[config.mk]
export PLATFORM = sky130hd
export DESIGN_NAME = psf_shadow_fill
export DESIGN_NICKNAME = d
export VERILOG_FILES = /design/src/rtl/psf_pkg.sv /design/src/rtl/psf_entry_table.sv /design/src/rtl/psf_req_issue.sv /design/src/rtl/psf_shadow_fill.sv
export SDC_FILE = /design/constraint.sdc
export NUM_CORES = 1
export LEC_CHECK = 0
export BUFFER_PORTS_ARGS = -buffer_cell sky130_fd_sc_hd__buf_2
export CELL_PAD_IN_SITES_DETAIL_PLACEMENT = 1
export CELL_PAD_IN_SITES_GLOBAL_PLACEMENT = 2
export CORE_UTILIZATION = 43
export CTS_BUF_LIST = sky130_fd_sc_hd__clkbuf_8
export DETAILED_ROUTE_END_ITERATION = 10
export HOLD_SLACK_MARGIN = 0.1
export MAX_ROUTING_LAYER = met4
export PLACE_DENSITY_LB_ADDON = 0.05
export SLEW_MARGIN = 20
export SYNTH_ARGS = -nofsm -noshare
export SYNTH_HDL_FRONTEND = slang
export SYNTH_SLANG_ARGS = --single-unit
export TNS_END_PERCENT = 50
[constraint.sdc]
create_clock -name clk -period 15.55 [get_ports clk]
set_clock_uncertainty 0.1 [all_clocks]
set_input_delay 1.555 -clock clk [delete_from_list [all_inputs] [get_ports clk]]
set_output_delay 1.555 -clock clk [all_outputs]
set_load 0.05 [all_outputs]
[src/rtl/psf_pkg.sv]
`timescale 1ns/1ps
package psf_pkg;
  typedef struct packed {
    logic rd;
    logic wr;
  } perm_t;
endpackage

[src/rtl/psf_entry_table.sv]
`timescale 1ns/1ps
module psf_entry_table #(
  parameter int NREG = 16,
  parameter int AW   = 32,
  parameter int PS   = 13,
  parameter int TW   = 3,
  localparam int IW  = $clog2(NREG),
  localparam int VW  = AW - PS
) (
  input  logic                      clk,
  input  logic                      rst_n,
  input  logic                      wr_valid,
  input  logic [IW-1:0]             wr_idx,
  input  logic [AW-1:0]             wr_ptr,
  input  logic                      gnt_valid,
  input  logic [IW-1:0]             gnt_idx,
  input  logic                      gnt_nbr,
  input  logic                      rsp_valid,
  input  logic [IW-1:0]             rsp_idx,
  input  logic [TW-1:0]             rsp_tag,
  input  logic                      rsp_nbr,
  input  logic                      rsp_mapped,
  input  logic                      rsp_rd,
  input  logic                      rsp_wr,
  output logic [NREG-1:0]           need_cur,
  output logic [NREG-1:0]           need_nbr,
  output logic [NREG-1:0][VW-1:0]   vpn_arr,
  output logic [NREG-1:0]           up_arr,
  output logic [NREG-1:0][TW-1:0]   tag_arr,
  input  logic [IW-1:0]             rd_idx,
  output logic                      rd_valid,
  output logic                      rd_up,
  output psf_pkg::perm_t            rd_cur,
  output psf_pkg::perm_t            rd_nbr
);
  import psf_pkg::*;

  logic  [NREG-1:0] valid_v;
  perm_t [NREG-1:0] cur_v;
  perm_t [NREG-1:0] nbr_v;

  perm_t rsp_perm;
  assign rsp_perm = rsp_mapped ? perm_t'{rd: rsp_rd, wr: rsp_wr} : perm_t'('0);

  for (genvar i = 0; i < NREG; i++) begin : g_ent
    logic [VW-1:0] vpn_q;
    logic          up_q;
    logic [TW-1:0] tag_q;
    logic          ncur_q, nnbr_q, gcur_q, gnbr_q;
    perm_t         cur_q, nbr_q;
    logic          wr_hit, gnt_hit, rsp_hit, rsp_stale;

    assign wr_hit    = wr_valid && (wr_idx == IW'(i));
    assign gnt_hit   = gnt_valid && (gnt_idx == IW'(i));
    assign rsp_hit   = rsp_valid && (rsp_idx == IW'(i)) && (rsp_tag == tag_q);
    assign rsp_stale = rsp_valid && (rsp_idx == IW'(i)) && (rsp_tag != tag_q);

    always_ff @(posedge clk) begin
      if (!rst_n) begin
        vpn_q  <= '0;
        up_q   <= 1'b0;
        tag_q  <= '0;
        ncur_q <= 1'b0;
        nnbr_q <= 1'b0;
        gcur_q <= 1'b0;
        gnbr_q <= 1'b0;
        cur_q  <= '0;
        nbr_q  <= '0;
      end else if (wr_hit) begin
        vpn_q  <= wr_ptr[AW-1:PS];
        up_q   <= wr_ptr[PS-1];
        tag_q  <= tag_q + TW'(1);
        ncur_q <= 1'b1;
        nnbr_q <= 1'b1;
        gcur_q <= 1'b0;
        gnbr_q <= 1'b0;
        cur_q  <= '0;
        nbr_q  <= '0;
      end else begin
        if (gnt_hit && !gnt_nbr) ncur_q <= 1'b0;
        if (gnt_hit &&  gnt_nbr) nnbr_q <= 1'b0;
        if (rsp_hit && !rsp_nbr) begin
          cur_q  <= rsp_perm;
          gcur_q <= 1'b1;
        end
        if (rsp_hit && rsp_nbr) begin
          nbr_q  <= rsp_perm;
          gnbr_q <= 1'b1;
        end
      end
    end

    assign need_cur[i] = ncur_q;
    assign need_nbr[i] = nnbr_q;
    assign vpn_arr[i]  = vpn_q;
    assign up_arr[i]   = up_q;
    assign tag_arr[i]  = tag_q;
    assign valid_v[i]  = gcur_q && gnbr_q;
    assign cur_v[i]    = cur_q;
    assign nbr_v[i]    = nbr_q;

    AST_WR_CLEARS_VALID: assert property (@(posedge clk) disable iff (!rst_n)
      wr_hit |=> !(gcur_q || gnbr_q));
    AST_UNMAPPED_DENIED: assert property (@(posedge clk) disable iff (!rst_n)
      (rsp_hit && !rsp_nbr && !rsp_mapped && !wr_hit) |=> (cur_q == '0) && gcur_q);
    AST_STALE_DROPPED: assert property (@(posedge clk) disable iff (!rst_n)
      (rsp_stale && !wr_hit) |=> $stable(cur_q) && $stable(nbr_q) && $stable(gcur_q) && $stable(gnbr_q));
  end

  assign rd_valid = valid_v[rd_idx];
  assign rd_up    = up_arr[rd_idx];
  assign rd_cur   = cur_v[rd_idx];
  assign rd_nbr   = nbr_v[rd_idx];
endmodule

[src/rtl/psf_req_issue.sv]
`timescale 1ns/1ps
module psf_req_issue #(
  parameter int NREG = 16,
  parameter int VW   = 19,
  parameter int TW   = 3,
  localparam int IW  = $clog2(NREG)
) (
  input  logic                    clk,
  input  logic                    rst_n,
  input  logic [NREG-1:0]         need_cur,
  input  logic [NREG-1:0]         need_nbr,
  input  logic [NREG-1:0][VW-1:0] vpn_arr,
  input  logic [NREG-1:0]         up_arr,
  input  logic [NREG-1:0][TW-1:0] tag_arr,
  output logic                    req_valid,
  input  logic                    req_ready,
  output logic [VW-1:0]           req_vpn,
  output logic [IW-1:0]           req_idx,
  output logic [TW-1:0]           req_tag,
  output logic                    req_nbr,
  output logic                    gnt_valid,
  output logic [IW-1:0]           gnt_idx,
  output logic                    gnt_nbr
);
  logic          cand_v, cand_nbr;
  logic [IW-1:0] cand_idx;
  logic          lock_v;
  logic [IW-1:0] lock_idx;
  logic [VW-1:0] base_vpn, cand_vpn;
  logic          load;

  always_comb begin
    cand_v   = 1'b0;
    cand_idx = '0;
    cand_nbr = 1'b0;
    for (int i = NREG - 1; i >= 0; i--) begin
      if (need_cur[i] || need_nbr[i]) begin
        cand_v   = 1'b1;
        cand_idx = IW'(i);
        cand_nbr = !need_cur[i];
      end
    end
    if (lock_v && need_nbr[lock_idx]) begin
      cand_v   = 1'b1;
      cand_idx = lock_idx;
      cand_nbr = 1'b1;
    end
  end

  assign base_vpn = vpn_arr[cand_idx];
  assign cand_vpn = !cand_nbr ? base_vpn :
                    (up_arr[cand_idx] ? base_vpn + VW'(1) : base_vpn - VW'(1));
  assign load      = cand_v && (!req_valid || req_ready);
  assign gnt_valid = load;
  assign gnt_idx   = cand_idx;
  assign gnt_nbr   = cand_nbr;

  always_ff @(posedge clk) begin
    if (!rst_n) begin
      req_valid <= 1'b0;
      req_vpn   <= '0;
      req_idx   <= '0;
      req_tag   <= '0;
      req_nbr   <= 1'b0;
      lock_v    <= 1'b0;
      lock_idx  <= '0;
    end else if (load) begin
      req_valid <= 1'b1;
      req_vpn   <= cand_vpn;
      req_idx   <= cand_idx;
      req_tag   <= tag_arr[cand_idx];
      req_nbr   <= cand_nbr;
      lock_v    <= !cand_nbr;
      lock_idx  <= cand_idx;
    end else if (req_ready) begin
      req_valid <= 1'b0;
    end
  end

  AST_REQ_HOLD: assert property (@(posedge clk) disable iff (!rst_n)
    (req_valid && !req_ready) |=> req_valid && $stable(req_vpn) && $stable(req_idx)
                                  && $stable(req_tag) && $stable(req_nbr));
  AST_NBR_FOLLOWS: assert property (@(posedge clk) disable iff (!rst_n)
    (req_valid && req_ready && !req_nbr) |=> req_valid && req_nbr && (req_idx == $past(req_idx)));
endmodule

[src/rtl/psf_shadow_fill.sv]
`timescale 1ns/1ps
module psf_shadow_fill #(
  parameter int NREG = 16,
  parameter int AW   = 32,
  parameter int PS   = 13,
  parameter int TW   = 3,
  localparam int IW  = $clog2(NREG),
  localparam int VW  = AW - PS
) (
  input  logic          clk,
  input  logic          rst_n,
  input  logic          wr_valid,
  input  logic [IW-1:0] wr_idx,
  input  logic [AW-1:0] wr_ptr,
  output logic          lk_req_valid,
  input  logic          lk_req_ready,
  output logic [VW-1:0] lk_req_vpn,
  output logic [IW-1:0] lk_req_idx,
  output logic [TW-1:0] lk_req_tag,
  output logic          lk_req_nbr,
  input  logic          lk_rsp_valid,
  input  logic [IW-1:0] lk_rsp_idx,
  input  logic [TW-1:0] lk_rsp_tag,
  input  logic          lk_rsp_nbr,
  input  logic          lk_rsp_mapped,
  input  logic          lk_rsp_rd,
  input  logic          lk_rsp_wr,
  input  logic [IW-1:0] pc_idx,
  output logic          pc_valid,
  output logic          pc_up,
  output logic          pc_cur_rd,
  output logic          pc_cur_wr,
  output logic          pc_nbr_rd,
  output logic          pc_nbr_wr
);
  import psf_pkg::*;

  logic [NREG-1:0]         need_cur, need_nbr, up_arr;
  logic [NREG-1:0][VW-1:0] vpn_arr;
  logic [NREG-1:0][TW-1:0] tag_arr;
  logic                    gnt_valid, gnt_nbr;
  logic [IW-1:0]           gnt_idx;
  perm_t                   rd_cur, rd_nbr;

  psf_entry_table #(.NREG(NREG), .AW(AW), .PS(PS), .TW(TW)) u_table (
    .clk        (clk),
    .rst_n      (rst_n),
    .wr_valid   (wr_valid),
    .wr_idx     (wr_idx),
    .wr_ptr     (wr_ptr),
    .gnt_valid  (gnt_valid),
    .gnt_idx    (gnt_idx),
    .gnt_nbr    (gnt_nbr),
    .rsp_valid  (lk_rsp_valid),
    .rsp_idx    (lk_rsp_idx),
    .rsp_tag    (lk_rsp_tag),
    .rsp_nbr    (lk_rsp_nbr),
    .rsp_mapped (lk_rsp_mapped),
    .rsp_rd     (lk_rsp_rd),
    .rsp_wr     (lk_rsp_wr),
    .need_cur   (need_cur),
    .need_nbr   (need_nbr),
    .vpn_arr    (vpn_arr),
    .up_arr     (up_arr),
    .tag_arr    (tag_arr),
    .rd_idx     (pc_idx),
    .rd_valid   (pc_valid),
    .rd_up      (pc_up),
    .rd_cur     (rd_cur),
    .rd_nbr     (rd_nbr)
  );

  psf_req_issue #(.NREG(NREG), .VW(VW), .TW(TW)) u_issue (
    .clk       (clk),
    .rst_n     (rst_n),
    .need_cur  (need_cur),
    .need_nbr  (need_nbr),
    .vpn_arr   (vpn_arr),
    .up_arr    (up_arr),
    .tag_arr   (tag_arr),
    .req_valid (lk_req_valid),
    .req_ready (lk_req_ready),
    .req_vpn   (lk_req_vpn),
    .req_idx   (lk_req_idx),
    .req_tag   (lk_req_tag),
    .req_nbr   (lk_req_nbr),
    .gnt_valid (gnt_valid),
    .gnt_idx   (gnt_idx),
    .gnt_nbr   (gnt_nbr)
  );

  assign pc_cur_rd = rd_cur.rd;
  assign pc_cur_wr = rd_cur.wr;
  assign pc_nbr_rd = rd_nbr.rd;
  assign pc_nbr_wr = rd_nbr.wr;

  AST_WRITE_NO_REQ_GLITCH: assert property (@(posedge clk) disable iff (!rst_n)
    (lk_req_valid && !lk_req_ready) |=> lk_req_valid);
endmodule

Yosys cells after proc, flatten, opt, wreduce, memory -nomap -nowiden:

Cells that the tools add are included.

* bits in registers: 525
* bits of input ports: 56
* output and inout port bits: 34
* logic and storage cells: 635

* add/sub/neg operators: 18
* $lt $le $gt $ge: 3
* equal/unequal tests: 61
* multiplexer cells: 136
* bitwise gates (word level): 1
* reductions and logical operators: 234

Operators with widths (number)
* $logic_and A1 B1 Y1: 146
* $mux W1: 104
* $eq A4 B4 Y1 const B: 24
* $bmux W19 S4: 1
* $mux W4: 17
* $reduce_bool A2 Y1: 33
* $mux W19: 3
* $add A3 B1 Y3 const B: 16
* $eq A3 B3 Y1: 16
* $eq A4 B3 Y1 const B: 12
* $reduce_or A2 Y1: 16
* $eq A4 B2 Y1 const B: 6
* $add A19 B1 Y19 const B: 1
* $logic_not A1 Y1: 19
* $sub A19 B1 Y19 const B: 1
* $logic_or A1 B1 Y1: 17
* $bmux W1 S4: 4
* $bmux W2 S4: 2
* $lt A4 B5 Y1 const B: 3
* $bmux W3 S4: 1
* $eq A4 B1 Y1 const B: 3
* $logic_not A4 Y1: 3
* $mux W2: 3
* $mux W3: 1
* $not A1 Y1: 1

Depth between registers and ports, before layout:

Gate-level depths: netlist of run 1.

* word-level depth: 23
* depth in mapped cells: 27
* gate-level depth less buffers: 23

Cells and area by module:

A second synthesis of run 1 with hierarchy kept.

* cells, all modules: 3253
* area total of the unflattened synthesis: 26182.6 um^2

Modules (own cells, without submodules)
* psf_entry_table: times used 1, cells an instance 2373, area each 19701.4 um^2, seq. area each 9929.5 um^2
* psf_req_issue: times used 1, cells an instance 880, area each 6481.2 um^2, seq. area each 580.6 um^2

Worst setup path before layout of run 1:

OpenSTA, ideal clock, no wires.

* path type: register -> register
* start point: reg u_issue.req_idx[2] (netlist name)
* end point: reg u_issue.req_vpn[18]
* library setup time: 0.074 ns
* arrival: 5.534 ns
* setup slack: 9.842 ns
* cell stages (with the launch flop): 27
* period minus slack after synthesis: 5.708 ns
* path through: dfxtp_1 -> buf_6 -> mux4_2 -> nor2b_1 -> o22a_2 -> buf_6 -> nor2_2 -> a21oi_4 -> buf_6 -> buf_2 -> buf_4 -> mux4_2 -> mux2i_1 -> a21oi_1 -> ha_1 -> nor2b_1 -> o21ai_0 -> a21boi_0 -> o21bai_1 -> a21oi_1 -> o211ai_1 -> nand2_1 -> a31oi_1 -> o21ai_0 -> xnor2_1 -> a21o_1 -> a31oi_1

RTL lines
* end signal, assigned: RTL line psf_req_issue.sv:69 `req_vpn <= cand_vpn;`
* end, declared: RTL line psf_req_issue.sv:17 `output logic [VW-1:0] req_vpn,`

==> flow_summary.yaml, run 1 <==
global_route:
  grt_max_degree: 205
  overflow: 0
  grt_pass1_wl_um: 131700
  grt_pass1_vias: 21551
  grt_usage_pct: 31.23
  antenna_found_initial: 6
pwr:
  power_density_mw_per_mm2: 131.4
  leakagePower_nw: 9.977
  total_power_mw: 3.591
  vdd_drop_max_mv: 0.07237
setup_path:
  path_buf_inv: 2
  cp_max_fo: 33
  r2r-end: "u_issue.req_vpn[18]"
  worstPathRequired_ns: 16.07
  reg2reg_depth: 21
  cp_common_cell: "a21oi_1"
  startpoint_type: "register"
  cp-end-kind: "register"
  worstPathCellList: "mux4_2 > nor2_2 > o22a_2 > o2111ai_1 > nand2_4 > buf_4 > buf_4 > mux4_2 > and2_1 > a211oi_1 > a21oi_1 > ha_1 > a21oi_1 > a21oi_1 > o211ai_1 > nand2_1 > a31oi_1 > o21ai_0 > xnor2_1 > a21o_1 > a31oi_1"
  worstPathArrival_ns: 8.33
  worstSetupPathType: "register to register"
  rrSetupSlack_ns: 7.74
  r2r_start: "u_issue.req_idx[0]"
  crit_path_top_delay_cell: "a21oi_1"
  cpPeakStageDelay_ns: 0.73
  path_delay_family: "compound AO/OA/AOI/OAI gates"
clock_network:
  tritoncts: "done"
  cts_resized: 0
  cts_max_level: 3
  post_cts_buffers: 0
  clk_pin_slew_ns: 0.06
  cts_hold_buf: 0
  cts.sinks: 525
  clockBufferDepth: 3
  cts_root_buf: "clkbuf_8"
  cts_buffers: 93
  clock_latency_ns: 0.69
die:
  die_height_um: 240.7
  coreArea_mm2: 0.05639
  die-area_mm2: 0.05792
  die_w_um: 240.7
  ios: 90
  row_count: 87
  initial_utilization_pct: 43.44
layout:
  mostFrequentLayoutCells: "nand2_1, dfxtp_1, a21oi_1, nor2_1, clkbuf_8"
  final_common_cell: "nand2_1"
  stdcell_area_mm2: 0.02733
  fin_nets: 2964
  drive_gt1_share_pct: 14.33
  area_growth_pct: 11.57
  utilization_pct: 48.46
  fill_cells: 6706
synth:
  ys_async_sr_fraction_pct: 0
  syn_nets: 2973
  synth_cell_types: 66
  seq_area_frac_synth_pct: 42.91
  synthCells: 2883
  netlist_area_mm2: 0.02449
  synth_edf_count: 0
  avgSynthCellArea_um2: 8.496
  synthFlopType: "dfxtp_1"
  ys_warn_count: 0
  ys_seq_elements: 525
placement:
  io_buffers: 77
  placed_cell_area_mm2: 0.02535
  gp_congestion: 0.8696
  post-dp-hpwl_um: 53870
sta:
  tns_ns: 0
  hold_viol_final: 0
  maxSlewViolCount: 0
  post-route-min-period_ns: 7.811
  rsz0062_at_grt: "no"
  tightest_slew_ns: 1.160
  fin_crit_sh_pct: 50.23
  max_freq_ghz: 0.1280
  relSlewSlack_pct: 21.85
  setup_viol: 0
worst_hold_path:
  hold_class: "register to register"
  whs_path_depth: 2
  worstHoldEndpoint: "u_table.g_ent[0].gnbr_q"
  min-delay-start: "u_table.g_ent[0].gnbr_q"
route:
  drtIter0Drc: 1470
  drcViolationCount: 0
  wl_um: 87620
  wl_per_cell_um: 23.62
  vias: 21187
  ant_nets: 0
  viasPerCell: 5.711
  drt-pass1-iter-count: 7
run:
  cap_violations: 0
status:
  outcome: "completed"
## registers in the layout, indices dropped and copies added (netlist names)
| name | cells |
|---|---|
| u_table.g_ent.gcur_q | 16 |
| u_issue.req_tag | 3 |
| u_table.g_ent.nnbr_q | 16 |
| u_issue.req_vpn | 19 |
| u_table.g_ent.gnbr_q | 16 |
| u_table.g_ent.vpn_q | 304 |
| u_table.g_ent.up_q | 16 |
| u_issue.lock_v | 1 |
| u_table.cur_v | 32 |
| u_issue.req_nbr | 1 |
| u_issue.req_idx | 4 |
| u_table.g_ent.nbr_q | 32 |
| u_issue.req_valid | 1 |
| u_table.g_ent.ncur_q | 16 |
| u_table.g_ent.tag_q | 48 |
## cells in the mapped netlist (all sizes together), types with 15 or more instances
cell    count  area share, %
nand2     772             12
dfxtp     525             43
a21oi     438            9.0
nor2      212            3.3
clkbuf    195            3.0
mux2i     112            4.6
mux4      112             10
xor2       59            2.1
o21ai      58            1.2
buf        33           0.88
ha         33            1.7
xnor2      32            1.1
inv        31           0.48
a211oi     30           0.92
nand3      30           0.61
and2       24           0.61
nor4       17           0.43
and3       16           0.41
a31oi      15           0.38
## metrics by stage
stage	hold slack (ns)	worst slack [ns]	instances
finish	0.3465	7.739	3710
floorplan	0.3256	9.842	2883
global route	0.3621	7.392	3710
global placement	0.3337	7.877	3535
CTS	0.3492	7.769	3708
detailed placement	0.3399	7.791	3535
## cell type report
cell class | count | area, µm² | share of cell area, %
Antenna cell | 2 | 5.005 | 0.01832
Clock buffer | 128 | 1762 | 6.447
Clock inverter | 45 | 205.2 | 0.7509
Sequential cell | 525 | 10510 | 38.46
Multi-Input combinational cell | 2099 | 13010 | 47.61
Tap cell | 756 | 945.9 | 3.462
Inverter | 31 | 123.9 | 0.4533
Timing Repair Buffer | 124 | 763.2 | 2.793
## cells by family after synthesis
logic type | count (synthesis) | share of synthesized area [%]
compound gates | 597 | 13.41
fa+ha+maj | 34 | 1.767
buf+inv | 259 | 4.347
mux | 229 | 15.12
xor+xnor | 91 | 3.254
simple gates | 1148 | 19.19
flops | 525 | 42.91
## metal layers
layer  share of wire [%]  vias to the layer above  GRT usage (%)
met3                 4.6                      153          3.694
met2                  48                      515          51.53
met5                   0                        -              -
li1                    -                     9852              -
met4                 2.5                        0          9.902
met1                  44                    10667          39.87
## where the power goes
part	switching [mW]	total (mW)	internal, mW
logic	0.576	0.851	0.275
clock network	0.601	1.33	0.732
registers	0.0265	1.41	1.38
total	1.20	3.59	2.39
## worst max-delay path by stage
stage	from	end	slack [ns]	cells past startpoint
finish	u_issue.req_idx[0]	u_issue.req_vpn[18]	7.74	21
floorplan	u_issue.req_idx[2]	u_issue.req_vpn[18]	9.84	26
detailed placement	u_issue.req_idx[0]	u_issue.req_vpn[18]	7.79	21
CTS	u_issue.req_idx[0]	u_issue.req_vpn[18]	7.77	21
global route	u_issue.req_idx[0]	u_issue.req_vpn[18]	7.39	24
global placement	u_issue.req_idx[0]	u_issue.req_vpn[18]	7.88	21
## worst reg2reg max path: cells and delay by family (launching register included)
kind            cells  cell delay [ns]
xor+xnor            1             0.20
fa+ha+maj           1             0.47
buf+inv             2             1.21
mux                 2             0.92
simple gates        4             0.89
flops               1             0.71
compound gates     11             3.24
(Power assumes the default switching activity.)
==> run 2, diff against run 1 <==
--- a/config.mk
+++ b/config.mk
@@ -5,10 +5,11 @@
 export SDC_FILE = /design/constraint.sdc
 export NUM_CORES = 1
 export LEC_CHECK = 0
+export ABC_AREA = 1
 export BUFFER_PORTS_ARGS = -buffer_cell sky130_fd_sc_hd__buf_2
 export CELL_PAD_IN_SITES_DETAIL_PLACEMENT = 1
 export CELL_PAD_IN_SITES_GLOBAL_PLACEMENT = 2
-export CORE_UTILIZATION = 43
+export CORE_UTILIZATION = 37
 export CTS_BUF_LIST = sky130_fd_sc_hd__clkbuf_8
 export DETAILED_ROUTE_END_ITERATION = 10
 export HOLD_SLACK_MARGIN = 0.1
==> constraint.sdc (replaced) <==
create_clock -name clk -period 7.2 [get_ports clk]
set_clock_uncertainty 0.1 [all_clocks]
set_input_delay 0.72 -clock clk [delete_from_list [all_inputs] [get_ports clk]]
set_output_delay 0.72 -clock clk [all_outputs]
set_load 0.05 [all_outputs]
==> flow_summary.yaml, run 2 <==
status:
  outcome: "completed"
setup_path:
  r2r-end: "u_issue.req_vpn[18]"
  crit_end: "u_issue.req_vpn[18]"
  crit_path_top_delay_cell: "dfxtp_1"
  reg2reg_depth: 37
  worstSetupPathType: "register to register"
  cpPeakStageDelay_ns: 0.66
  r2r_start: "u_issue.req_idx[0]"
  startpoint_type: "register"
  rrSetupSlack_ns: 0.88
  worstPathRequired_ns: 7.69
  startpoint: "u_issue.req_idx[0]"
  cp_max_fo: 19
  worstPathArrival_ns: 6.81
  cp-end-kind: "register"
worst_hold_path:
  hold_class: "primary input to register"
  min-delay-start: "lk_req_ready"
  whs_path_depth: 4
synth:
  synth_top_area_share_pct: 43.49
  ys_async_sr_fraction_pct: 0
  synthCells: 3401
  synthFlopType: "dfxtp_1"
  seq_area_frac_synth_pct: 43.49
  synth_most_common_cell: "nor2_1"
  avgSynthCellArea_um2: 7.106
  synthTopCellsByArea: "dfxtp_1, nor2_1, o21ai_0, nand2_1, a21oi_1"
  synth_top_area_cell: "dfxtp_1"
  synth_edf_count: 0
  ys_warn_count: 0
  synth_common_cells: "nor2_1, dfxtp_1, o21ai_0, nand2_1, a21oi_1"
  netlist_area_mm2: 0.02417
  synth_cell_types: 54
  ys_seq_elements: 525
  syn_nets: 3491
die:
  die_height_um: 257.6
  die_w_um: 257.6
  coreArea_mm2: 0.06446
  initial_utilization_pct: 37.49
  die-area_mm2: 0.06634
  ios: 90
  row_count: 93
sta:
  tightest_slew_ns: 1.167
  max_freq_ghz: 0.1583
  fin_crit_sh_pct: 87.74
  relSlewSlack_pct: 21.47
  hold_viol_final: 0
  tns_ns: 0
  setup_viol: 0
  rsz0062_at_grt: "no"
  maxSlewViolCount: 0
  post-route-min-period_ns: 6.317
layout:
  fill_cells: 8143
  utilization_pct: 42.17
  area_growth_pct: 12.48
  drive_gt1_share_pct: 10.11
  largest_reg_flops: 304
  mostFrequentLayoutCells: "nor2_1, dfxtp_1, o21ai_0, nand2_1, inv_1"
  final_common_cell: "nor2_1"
  fin_nets: 3502
  top_regs: "u_table.g_ent.vpn_q (304), u_table.g_ent.tag_q (48)"
  largest_register: "u_table.g_ent.vpn_q"
global_route:
  grt_pass1_wl_um: 152100
  grt_pass1_vias: 25535
  grt_usage_pct: 30.53
  overflow: 0
  grt_max_degree: 245
  antenna_found_initial: 5
pwr:
  vdd_drop_max_mv: 0.1586
  leakagePower_nw: 11.45
  power_density_mw_per_mm2: 343.4
route:
  viasPerCell: 5.611
  ant_nets: 0
  drtIter0Drc: 1591
  drt-pass1-iter-count: 6
  wl_per_cell_um: 22.89
  vias: 24350
  wl_um: 99350
  drcViolationCount: 0
clock_network:
  tritoncts: "done"
  clockBufferDepth: 3
  cts.sinks: 525
  clock_latency_ns: 0.72
  cts_root_buf: "clkbuf_8"
  cts_buffers: 98
  cts_max_level: 3
  post_cts_buffers: 0
  clk_pin_slew_ns: 0.06
  cts_resized: 0
  cts_hold_buf: 0
run:
  cap_violations: 0
placement:
  gp_congestion: 0.8616
  post-dp-hpwl_um: 63900
  io_buffers: 77
-- run 2: cell count changes in the layout (fill, tap and decap cells not counted), sizes merged, moves of 24 or more --
cell   change
mux2i    -112
inv      +222
a21oi    -194
nand3     +74
o21ai    +476
nand2    -419
nor2     +566
o22ai    +139
xor2      -37
and2      -24
mux4     -112
-- run 2: worst min path at each step --
stage | slack (ns) | endpoint
6_report | 0.29 | u_issue.req_valid
3_5_place_dp | 0.35 | u_table.g_ent[3].gnbr_q
5_1_grt | 0.30 | u_issue.req_valid
4_1_cts | 0.23 | u_issue.req_valid
2_1_floorplan | 0.33 | u_table.g_ent[1].vpn_q[18]
3_3_place_gp | 0.34 | u_table.g_ent[11].gcur_q
-- run 2: final cells by class --
type	instances	area, µm²	share of cell area, %
multi-input combinational	2388	11740	43.20
sequential	525	10510	38.66
clock buffer	123	1693	6.228
tap	855	1070	3.935
inverter	253	960.9	3.535
timing repair buffer	146	950.9	3.498
clock inverter	47	247.7	0.9114
antenna	3	7.507	0.02762
-- run 2: report_power, final --
group | internal, mW | total, mW | switching [mW]
registers | 3.00 | 3.07 | 0.0671
logic | 1.00 | 3.35 | 2.34
clock network | 1.57 | 2.92 | 1.35
-- run 2: kinds of logic (layout without fill, tap and decap cells) --
kind of cell | count (synthesis) | in the layout | share of synthesized area (%)
and+or+nand+nor | 1288 | 1288 | 21.62
adders and majority gates | 34 | 34 | 1.791
AOI/OAI and AO/OA | 1034 | 1034 | 23.82
other | 0 | 3 | 0
DFF | 525 | 525 | 43.49
buffers and inverters | 488 | 569 | 8.118
xor gates and xnor gates | 32 | 32 | 1.160
-- run 2: worst max-delay path: cells and delay by family (launching register included) --
kind,cells,cell delay [ns]
xor gates and xnor gates,1,0.20
adders and majority gates,1,0.49
AOI/OAI and AO/OA,10,1.54
DFF,1,0.66
buffers and inverters,5,0.58
and+or+nand+nor,20,2.60
-- run 2: per-layer routing --
metal / track usage (%) / wire length (µm) / vias to the layer above
met5: - / 0 / -
met4: 13.33 / 3969 / 0
met3: 3.651 / 4666 / 192
met2: 50.66 / 47280 / 603
met1: 37.22 / 43430 / 12139
li1: - / - / 11416
-- run 2: per-stage QoR --
stage	setup WS, ns	hold WS, ns	cells	total power, mW	cell area [µm²]
2_1_floorplan	1.983	0.3294	3401	5.359	24170
3_3_place_gp	0.9399	0.3374	4167	6.413	25230
3_5_place_dp	0.8515	0.3458	4167	6.465	25240
4_1_cts	0.7935	0.2259	4337	9.418	27180
5_1_grt	0.2283	0.2998	4340	9.847	27180
6_report	0.8827	0.2852	4340	9.335	27180
==> run 3, diff against run 2 <==
--- a/config.mk
+++ b/config.mk
@@ -15,6 +15,7 @@
 export HOLD_SLACK_MARGIN = 0.1
 export MAX_ROUTING_LAYER = met4
 export PLACE_DENSITY_LB_ADDON = 0.05
+export REMOVE_ABC_BUFFERS = 1
 export SLEW_MARGIN = 20
 export SYNTH_ARGS = -nofsm -noshare
 export SYNTH_HDL_FRONTEND = slang
==> flow_summary.yaml, run 3 (synthesis gave the netlist of run 2 again) <==
placement:
  gp_congestion: 0.8788
  post-dp-hpwl_um: 64620
  io_buffers: 77
  placed_cell_area_mm2: 0.02520
sta:
  relSlewSlack_pct: 29.04
  maxSlewViolCount: 0
  setup_viol: 0
  tns_ns: 0
  tightest_slew_ns: 1.055
  rsz0062_at_grt: "no"
  post-route-min-period_ns: 6.604
  max_freq_ghz: 0.1514
  hold_viol_final: 0
  fin_crit_sh_pct: 91.73
clock_network:
  cts.sinks: 525
  post_cts_buffers: 0
  cts_hold_buf: 0
  tritoncts: "done"
  clock_latency_ns: 0.72
  clockBufferDepth: 3
  clk_pin_slew_ns: 0.06
  cts_resized: 0
  cts_buffers: 97
  cts_max_level: 3
  cts_root_buf: "clkbuf_8"
layout:
  fin_nets: 3497
  largest_register: "u_table.g_ent.vpn_q"
  drive_gt1_share_pct: 9.864
  largest_reg_flops: 304
  ff_latch_area_mm2: 0.01051
  area_growth_pct: 11.79
  stdcell_area_mm2: 0.02702
  fill_cells: 8088
  final_common_cell: "nor2_1"
  multi_input_area_mm2: 0.01174
  mostFrequentLayoutCells: "nor2_1, dfxtp_1, o21ai_0, nand2_1, inv_1"
  top_regs: "u_table.g_ent.vpn_q (304), u_table.g_ent.tag_q (48)"
setup_path:
  cp_max_fo: 17
  worstPathArrival_ns: 7.16
  crit_end: "u_issue.req_vpn[18]"
  r2r_start: "u_issue.req_idx[1]"
  startpoint_type: "register"
  cpPeakStageDelay_ns: 0.57
  cp-end-kind: "register"
  startpoint: "u_issue.req_idx[1]"
  r2r-end: "u_issue.req_vpn[18]"
  rrSetupSlack_ns: 0.60
  worstPathRequired_ns: 7.75
  worstSetupPathType: "register to register"
  crit_path_top_delay_cell: "dfxtp_1"
  reg2reg_depth: 39
  cp_common_cell: "nor2_1"
route:
  viasPerCell: 5.674
  drcViolationCount: 0
  drtIter0Drc: 1829
  ant_nets: 0
  vias: 24528
  drt-pass1-iter-count: 7
  wl_um: 103000
  wl_per_cell_um: 23.83
die:
  row_count: 93
  die-area_mm2: 0.06634
  ios: 90
  die_w_um: 257.6
  die_height_um: 257.6
  initial_utilization_pct: 37.49
  coreArea_mm2: 0.06446
pwr:
  vdd_drop_max_mv: 0.2274
  power_density_mw_per_mm2: 342.0
  leakagePower_nw: 11.35
  total_power_mw: 9.239
global_route:
  grt_usage_pct: 31.45
  grt_pass1_wl_um: 154600
  grt_max_degree: 209
  antenna_found_initial: 1
  grt_pass1_vias: 25067
  overflow: 0
status:
  outcome: "completed"
worst_hold_path:
  hold_class: "primary input to register"
run:
  cap_violations: 0
run 3: cell count changes in the layout (fill, tap and decap cells not counted), sizes merged:
cell and change:
buf -4, bufinv -1, clkbuf -5, clkinv +2
diode -2, inv -7
run 3: power by group:
part           leakage (nW)  total [mW]  internal (mW)  switching, mW
logic                  6.05        3.37          0.995           2.38
registers              4.25        3.09           3.00         0.0851
clock network          1.05        2.78           1.46           1.32
total                  11.4        9.24           5.46           3.78
run 3: cell type report:
cell class,instances,area share [%]
multi-input cells,2388,43.47
flip-flops and latches,525,38.90
clock buffers,118,6.011
well taps,855,3.960
inverters,253,3.557
repair buffers,142,3.409
clock inverters,41,0.6854
diodes,1,0.009263
run 3: worst max-delay path, delay by kind of cell, from the launching register on:
| family | cells | cell delay [ns] |
|---|---|---|
| buffers and inverters | 6 | 1.19 |
| AND/OR/NAND/NOR | 21 | 2.48 |
| AO/OA/AOI/OAI | 10 | 1.52 |
| flip-flops | 1 | 0.57 |
| adder cells (fa/ha/maj) | 1 | 0.38 |
| XOR/XNOR | 1 | 0.28 |
run 3: metrics by stage:
step / cells / setup slack (ns) / hold WS [ns] / utilization, %
floorplan: 3166 / 1.173 / 0.3288 / -
global placement: 4163 / 0.8353 / 0.3399 / 39.10
detailed placement: 4163 / 0.7021 / 0.3445 / 39.10
CTS: 4322 / 0.6462 / 0.2666 / 41.90
global route: 4323 / 0.1452 / 0.3156 / 41.91
finish: 4323 / 0.5958 / 0.3260 / 41.91
run 3: how the worst min path moves through the flow:
stage               cells past startpoint                     endpoint                   startpoint  slack, ns
finish                                  4            u_issue.req_valid                 lk_req_ready       0.33
global route                            3    u_table.g_ent[2].vpn_q[0]                   wr_ptr[13]       0.32
CTS                                     4            u_issue.req_valid                 lk_req_ready       0.27
detailed placement                      2     u_table.g_ent[11].gcur_q     u_table.g_ent[11].gcur_q       0.34
global placement                        2      u_table.g_ent[5].gcur_q      u_table.g_ent[5].gcur_q       0.34
floorplan                               2  u_table.g_ent[13].vpn_q[18]  u_table.g_ent[13].vpn_q[18]       0.33
run 3: metal layers:
layer / GRT usage (%) / vias up / wire (µm)
li1: - / 11376 / -
met1: 40.39 / 12213 / 46280
met2: 49.98 / 721 / 47580
met3: 4.476 / 218 / 5324
met4: 11.92 / 0 / 3836
met5: - / - / 0
